$ cat src/rtl/cmd_mailbox_regs.sv
`timescale 1ns/1ps
module cmd_mailbox_regs #(
  parameter int ADDR_W = 12,
  parameter int NPARAM = 7,
  parameter int NDATA  = 3
) (
  input  logic                  clk,
  input  logic                  rst_n,
  input  logic                  bus_wr,
  input  logic [ADDR_W-1:0]     bus_addr,
  input  logic [31:0]           bus_wdata,
  output logic [31:0]           bus_rdata,
  output logic                  cmd_valid,
  input  logic                  cmd_ready,
  output logic [31:0]           cmd_word,
  output logic [32*NPARAM-1:0]  cmd_params,
  input  logic                  resp_valid,
  input  logic [15:0]           resp_short,
  input  logic [2:0]            resp_cmd_err,
  input  logic [3:0]            resp_gen_err,
  input  logic [32*NDATA-1:0]   resp_data
);
  localparam int PAR_TOP  = 'h438;
  localparam int DAT_TOP  = 'h458;
  localparam logic [ADDR_W-1:0] REQ_ADDR  = ADDR_W'('h43C);
  localparam logic [ADDR_W-1:0] STAT_ADDR = ADDR_W'('h45C);
  localparam int RDY_BIT = 0;
  localparam int OVR_BIT = 8;

  logic [31:0] par_q [NPARAM];
  logic [31:0] dat_q [NDATA];
  logic [31:0] req_q;
  logic        rdy_q, ovr_q;
  logic [15:0] short_q;
  logic [2:0]  cerr_q;
  logic [3:0]  gerr_q;

  wire req_wr   = bus_wr && bus_addr == REQ_ADDR;
  wire stat_wr  = bus_wr && bus_addr == STAT_ADDR;
  wire busy     = (req_q != 32'd0) || rdy_q;
  wire accept   = cmd_valid && cmd_ready;
  wire collide  = req_wr && bus_wdata != 32'd0 && busy;

  assign cmd_valid = req_q != 32'd0;
  assign cmd_word  = req_q;

  for (genvar i = 0; i < NPARAM; i++) begin : g_par
    localparam logic [ADDR_W-1:0] A = ADDR_W'(PAR_TOP - 4*i);
    always_ff @(posedge clk) begin
      if (!rst_n) par_q[i] <= '0;
      else if (bus_wr && bus_addr == A) par_q[i] <= bus_wdata;
    end
    assign cmd_params[32*i +: 32] = par_q[i];
  end

  for (genvar i = 0; i < NDATA; i++) begin : g_dat
    always_ff @(posedge clk) begin
      if (!rst_n) dat_q[i] <= '0;
      else if (resp_valid) dat_q[i] <= resp_data[32*i +: 32];
    end
  end

  always_ff @(posedge clk) begin
    if (!rst_n) req_q <= '0;
    else if (accept) req_q <= '0;
    else if (req_wr && !busy) req_q <= bus_wdata;
  end

  always_ff @(posedge clk) begin
    if (!rst_n) begin
      rdy_q <= 1'b0; ovr_q <= 1'b0;
      short_q <= '0; cerr_q <= '0; gerr_q <= '0;
    end else begin
      if (resp_valid) begin
        rdy_q   <= 1'b1;
        short_q <= resp_short;
        cerr_q  <= resp_cmd_err;
        gerr_q  <= resp_gen_err;
      end else if (stat_wr && !bus_wdata[RDY_BIT]) begin
        rdy_q <= 1'b0;
      end
      if (collide) ovr_q <= 1'b1;
      else if (stat_wr && !bus_wdata[OVR_BIT]) ovr_q <= 1'b0;
    end
  end

  always_comb begin
    bus_rdata = '0;
    if (bus_addr == REQ_ADDR) bus_rdata = req_q;
    if (bus_addr == STAT_ADDR)
      bus_rdata = {short_q, 7'd0, ovr_q, cerr_q, gerr_q, rdy_q};
    for (int i = 0; i < NPARAM; i++)
      if (bus_addr == ADDR_W'(PAR_TOP - 4*i)) bus_rdata = par_q[i];
    for (int i = 0; i < NDATA; i++)
      if (bus_addr == ADDR_W'(DAT_TOP - 4*i)) bus_rdata = dat_q[i];
  end

  // accepted command is withdrawn on the next cycle
  a_r4_clear_on_accept: assert property (@(posedge clk) disable iff (!rst_n)
    cmd_valid && cmd_ready |=> !cmd_valid);
  // an unaccepted command is held unchanged
  a_r4_hold: assert property (@(posedge clk) disable iff (!rst_n)
    cmd_valid && !cmd_ready |=> cmd_valid && $stable(cmd_word));
  // a result strobe sets the ready flag
  a_r5_ready_set: assert property (@(posedge clk) disable iff (!rst_n)
    resp_valid |=> rdy_q);
  // a colliding request sets overrun and does not change the command
  a_r7_overrun: assert property (@(posedge clk) disable iff (!rst_n)
    req_wr && bus_wdata != 32'd0 && (cmd_valid || rdy_q) && !cmd_ready
    |=> ovr_q && $stable(cmd_word));
  // overrun stays set until a status write with bit 8 = 0
  a_r7_sticky: assert property (@(posedge clk) disable iff (!rst_n)
    ovr_q && !(stat_wr && !bus_wdata[OVR_BIT]) |=> ovr_q);
  // a zero request written while idle launches nothing
  a_r8_zero_noop: assert property (@(posedge clk) disable iff (!rst_n)
    req_wr && bus_wdata == 32'd0 && !cmd_valid |=> !cmd_valid);
endmodule

$ cat config.mk
export PLATFORM = sky130hd
export DESIGN_NAME = cmd_mailbox_regs
export DESIGN_NICKNAME = d
export VERILOG_FILES = /design/src/rtl/cmd_mailbox_regs.sv
export SDC_FILE = /design/constraint.sdc
export NUM_CORES = 1
export LEC_CHECK = 0
export ABC_AREA = 1
export BUFFER_PORTS_ARGS = -buffer_cell sky130_fd_sc_hd__buf_2
export CORE_ASPECT_RATIO = 0.9
export CORE_MARGIN = 1
export CORE_UTILIZATION = 32
export DETAILED_ROUTE_END_ITERATION = 16
export PLACE_DENSITY_LB_ADDON = 0.15
export SLEW_MARGIN = 20
export SYNTH_ARGS = -nofsm -noshare
export SYNTH_HDL_FRONTEND = slang
export SYNTH_SLANG_ARGS = --single-unit
$ cat constraint.sdc
create_clock -name clk -period 7.5 [get_ports clk]
set_input_delay 0.75 -clock clk [delete_from_list [all_inputs] [get_ports clk]]
set_output_delay 0.75 -clock clk [all_outputs]
set_load 0.02 [all_outputs]
==> results of run 1 <==
-- where the power goes --
group	total [mW]	internal, mW	switching (mW)
clock	2.19	1.31	0.884
sequential	2.45	2.39	0.0587
combinational	0.366	0.0968	0.270
-- cell type report --
| class | count | share of cell area |
|---|---|---|
| repair buffers | 484 | 0.117 |
| multi-input cells | 1076 | 0.232 |
| well taps | 688 | 0.0400 |
| flip-flops and latches | 377 | 0.500 |
| inverters | 258 | 0.0451 |
| clock inverters | 19 | 0.00971 |
| clock buffers | 59 | 0.0569 |
-- cells in the final DEF, fill, tap and decap left out, types with 45 or more instances in the layout --
cell       netlist  routed
nand3_1         73      72
nand4_1         45      45
nor2_1         369     367
inv_1          245     245
clkbuf_16        0      46
nand2_1        339     338
a21oi_1         58      58
o21ai_0         61      55
edfxtp_1       320     320
buf_2           20     456
dfxtp_1         57      57
-- worst paths after layout --
kind | startpoint | endpoint | slack (ns) | depth (start not counted)
worst max-delay path | bus_addr[4] | bus_rdata[27] | 3.31 | 12
worst min-delay path | resp_short[14] | short_q[14] | 0.42 | 3
worst max register to register | cmd_word[16] | cmd_word[1] | 4.06 | 8
worst min register to register | short_q[8] | short_q[8] | 0.47 | 2
-- stage by stage --
step | power (mW) | worst slack [ns] | hold slack [ns]
after CTS | 5.04 | 3.22 | 0.395
after floorplan | 2.65 | 3.02 | 0.434
final | 5.01 | 3.31 | 0.418
after global placement | 2.85 | 3.29 | 0.455
after detailed placement | 2.86 | 3.23 | 0.455
after global routing | 5.15 | 3.03 | 0.415
-- routing by layer --
metal | global-route usage | vias up | part of all wire | routed length (microns)
met3 | 0.0500 | 79 | 0.077 | 5090
met1 | 0.300 | 6992 | 0.41 | 26900
met5 | 0 | - | 0 | 0
met4 | 0.0642 | 0 | 0.021 | 1400
met2 | 0.408 | 476 | 0.49 | 32300
li1 | - | 6742 | - | -
-- state kept, by name (all words and copies together) (netlist names) --
signal	cells
gerr_q	4
short_q	16
rdy_q	1
dat_q	96
ovr_q	1
cmd_word	32
par_q	224
cerr_q	3
-- kinds of logic after synthesis --
logic type / after synthesis / share of synthesized area
AO/OA/AOI/OAI: 171 / 0.0575
buffers and inverters: 342 / 0.0807
flip-flops: 377 / 0.633
AND/OR/NAND/NOR: 905 / 0.229
-- worst max-delay path, delay by kind of cell --
family / cells / cell delay [ns]
and+or+nand+nor: 6 / 1.46
AOI/OAI and AO/OA: 2 / 0.35
buffers and inverters: 4 / 0.87
==> results.cfg, run 1 <==
[drt]
first_pass_iters = 6
route.detailed.drc = 0
vias = 14300
wire_per_inst_microns = 22.2
routed_wl_microns = 65700
drt_first_iter_violations = 1243
ant_nets = 0
via_per_inst = 4.83

[synth]
synth_edf_count = 320
async_flop_share = 0
synth-warning-count = 0
synth_top_area_frac = 0.566
ys.flop_type = edfxtp_1
yosysMostFrequentCell = nor2_1
synth_area_leaders = edfxtp_1, nor2_1, nand2_1
ys_seq_elements = 377
synth_top_cell_by_area = edfxtp_1
ys_seq_area_frac = 0.633
avgSynthCellArea_sq_um = 9.46
synth_cell_types = 40
synth_top_cells_by_count = nor2_1, nand2_1, edfxtp_1
netlist_instances = 1795
synthesis.area_sq_um = 17000
syn_nets = 1963

[power_and_ir_drop]
p_per_area_nw_per_um2 = 233
p_leak_nw = 9.47
peakVddDrop_mv = 0.138

[clock_network]
clk_path_buf_depth = 3
clk_pin_slew_worst_paths_ns = 0.06
cts_root_buffer = clkbuf_16
post_cts.repair.setup_buffers = 0
cts_buffers = 45
ctsHtreeMaxLevel = 2
clk_latency_ns = 0.57
clock_sinks = 377
cts_tree = done
cts_hold_buffers = 0
cts_resized = 0

[run_status]
status = completed

[layout]
fin_util = 0.413
multi_input_area_sq_um = 4980
fin_area_sq_um = 21500
register_area_sq_um = 10800
fillers = 5382
finalNetCount = 2410
diodes = 0
drive_gt1_frac = 0.274
layout.cells.non_filler = 2961
syn2layout_area_growth_pct = 26.6

[critical_path]
crit_top_cell = nand4_1
startpoint_type = input port
crit_chain = buf_2 -> nand4_1 -> inv_2 -> nand2_2 -> clkinv_1 -> nand2_1 -> o2111ai_1 -> a21oi_1 -> nand4_1 -> nor2_1 -> nand4_1 -> buf_2
slowest_delay_ns = 0.52
path_max_fanout = 23
end_kind = primary output
critPathArrivalTime_ns = 3.44
crit_path_top_delay_cell = clkinv_1
crit_type = input port to primary output
cp.required_ns = 6.75

[floorplan]
die_x_microns = 245
initial_utilization = 0.326
boundaryPins = 457
die_h_microns = 221
core_area_sq_um = 52100
die_area_sq_um = 54000
num_rows = 79

[sta]
finalCritPeriodShare = 0.559
tightest_slew_ns = 1.08
rsz0062_at_grt = no
skew_ns = 0.00376
setup_violations = 0
clock.fmax_mhz = 239
min_period_ns = 4.19
final_hold_viol_count = 0
drv_slew = 0
finalSetupTns_ns = 0
relSlewSlack = 0.272

[place]
gp_congestion = 0.863
place_area_sq_um = 20000
numPortBuffers = 456
dp.cells = 2882
place_hpwl_microns = 49200

[worst_hold_path]
hold_class = input port to flop

[grt]
grt_max_degree = 98
grt_pass1_vias = 14100
track_usage = 0.237
grt_pass1_wl_microns = 92200
grt_overflow = 0
grt_antenna_before_repair = 0

[run]
cap_violations = 0
Power figures use the tool's default switching activity.
==> run 2, diff against run 1 <==
==> constraint.sdc (replaced) <==
create_clock -name clk -period 4.4 [get_ports clk]
set_input_delay 0.44 -clock clk [delete_from_list [all_inputs] [get_ports clk]]
set_output_delay 0.44 -clock clk [all_outputs]
set_load 0.02 [all_outputs]
==> run 2 against run 1 <==
  * Cell area did not move
  * Sequential power rose by 71%
  * Sequential share of layout area did not move
  * Flip-flop and latch count did not move
  * Global-route usage rose by 0.21 points
  * Core utilization did not move
  * Final cell count rose by 0.27%
  * Hold slack got worse by 0.32 ns
  * Clock power rose by 65%
  * Critical path depth rose by 2
  * Routed wire length rose by 0.53%
  * Non-clock buffer count rose by 6
  * Critical endpoint is now bus_rdata[8]
  * Largest cell class unchanged
  * Largest power group unchanged
==> results.cfg, run 2 (synthesis gave the netlist of run 1 again) <==
[clock_network]
clk_latency_ns = 0.58
clk_pin_slew_worst_paths_ns = 0.06
cts_hold_buffers = 0
ctsHtreeMaxLevel = 2
post_cts.repair.setup_buffers = 0
cts_root_buffer = clkbuf_16
clk_path_buf_depth = 3
clock_sinks = 377
cts_tree = done
cts_buffers = 44
cts_resized = 0

[critical_path]
startpoint_type = input port
critPathArrivalTime_ns = 3.10
end_kind = primary output
path_max_fanout = 23
cp.required_ns = 3.96
crit_type = input port to primary output

[sta]
setup_violations = 0
rsz0062_at_grt = no
finalSetupTns_ns = 0
drv_slew = 0
min_period_ns = 3.54
relSlewSlack = 0.281
tightest_slew_ns = 1.07
skew_ns = 0.0262
finalCritPeriodShare = 0.805
clock.fmax_mhz = 282
final_hold_viol_count = 0

[grt]
grt_pass1_wl_microns = 93100
grt_pass1_vias = 14100
grt_antenna_before_repair = 0
grt_overflow = 0
grt_max_degree = 98
track_usage = 0.239

[worst_hold_path]
hold_class = input port to flop

[floorplan]
core_area_sq_um = 52100
initial_utilization = 0.326
die_h_microns = 221
boundaryPins = 457
num_rows = 79
die_area_sq_um = 54000
die_x_microns = 245

[power_and_ir_drop]
total_power_mw = 8.41
p_leak_nw = 9.49
p_per_area_nw_per_um2 = 391
peakVddDrop_mv = 0.288

[layout]
regMostFlops = par_q
final_common_cell = buf_2
drive_gt1_frac = 0.278
largest_reg_flops = 224
fin_util = 0.413
fin_area_sq_um = 21500
multi_input_area_sq_um = 4980
layout_common_cells = buf_2, nor2_1, nand2_1
finalNetCount = 2415
register_area_sq_um = 10800
diodes = 0
syn2layout_area_growth_pct = 26.6
fillers = 5202

[place]
numPortBuffers = 456
place_hpwl_microns = 50100
gp_congestion = 0.880
place_area_sq_um = 20100

[drt]
drt_first_iter_violations = 1240
vias = 14400
routed_wl_microns = 66000
via_per_inst = 4.85
first_pass_iters = 5
ant_nets = 0
wire_per_inst_microns = 22.2
route.detailed.drc = 0

[run]
cap_violations = 0

[run_status]
status = completed
## run 2: power breakdown
part	switching [mW]	leakage (nW)	internal [mW]
clock	1.53	0.691	2.08
combinational	0.457	5.17	0.166
sequential	0.107	3.62	4.07
total	2.09	9.49	6.32
## run 2: through the flow
step | worst slack (ns) | hold slack [ns] | instances
6_report | 0.858 | 0.102 | 2969
5_1_grt | 0.658 | 0.111 | 2969
4_1_cts | 0.823 | 0.0787 | 2969
3_5_place_dp | 0.832 | 0.447 | 2889
3_3_place_gp | 0.894 | 0.459 | 2889
2_1_floorplan | 0.226 | 0.434 | 1795
## run 2: critical path, cell delays in order
cell       delay, ns
buf_2           0.10
inv_1           0.05
nor2_2          0.04
nand2_4         0.20
nor2_4          0.10
nand2_2         0.44
clkinv_1        0.50
nand2_1         0.16
o2111ai_1       0.12
a21oi_1         0.23
nand4_1         0.13
nor2_1          0.24
nand4_1         0.13
buf_2           0.18
## run 2: cell type report
class / count / share of cell area
flip-flops and latches: 377 / 0.500
multi-input cells: 1076 / 0.232
repair buffers: 490 / 0.119
clock buffers: 54 / 0.0568
inverters: 258 / 0.0451
well taps: 688 / 0.0400
clock inverters: 26 / 0.00803
## run 2: metal layers
layer	routed length, microns	track usage	part of all wire	vias up
li1	-	-	-	6761
met1	26700	0.298	0.41	7047
met2	32500	0.411	0.49	522
met3	5230	0.0574	0.079	79
met4	1550	0.0685	0.023	0
met5	0	0	0	-
## run 2: final timing paths
kind	endpoint	from	slack, ns	cells after the start
max	bus_rdata[8]	bus_addr[10]	0.86	14
min	short_q[13]	resp_short[13]	0.10	3
max reg2reg	cmd_word[31]	cmd_word[16]	1.30	8
min reg2reg	short_q[6]	short_q[6]	0.47	2
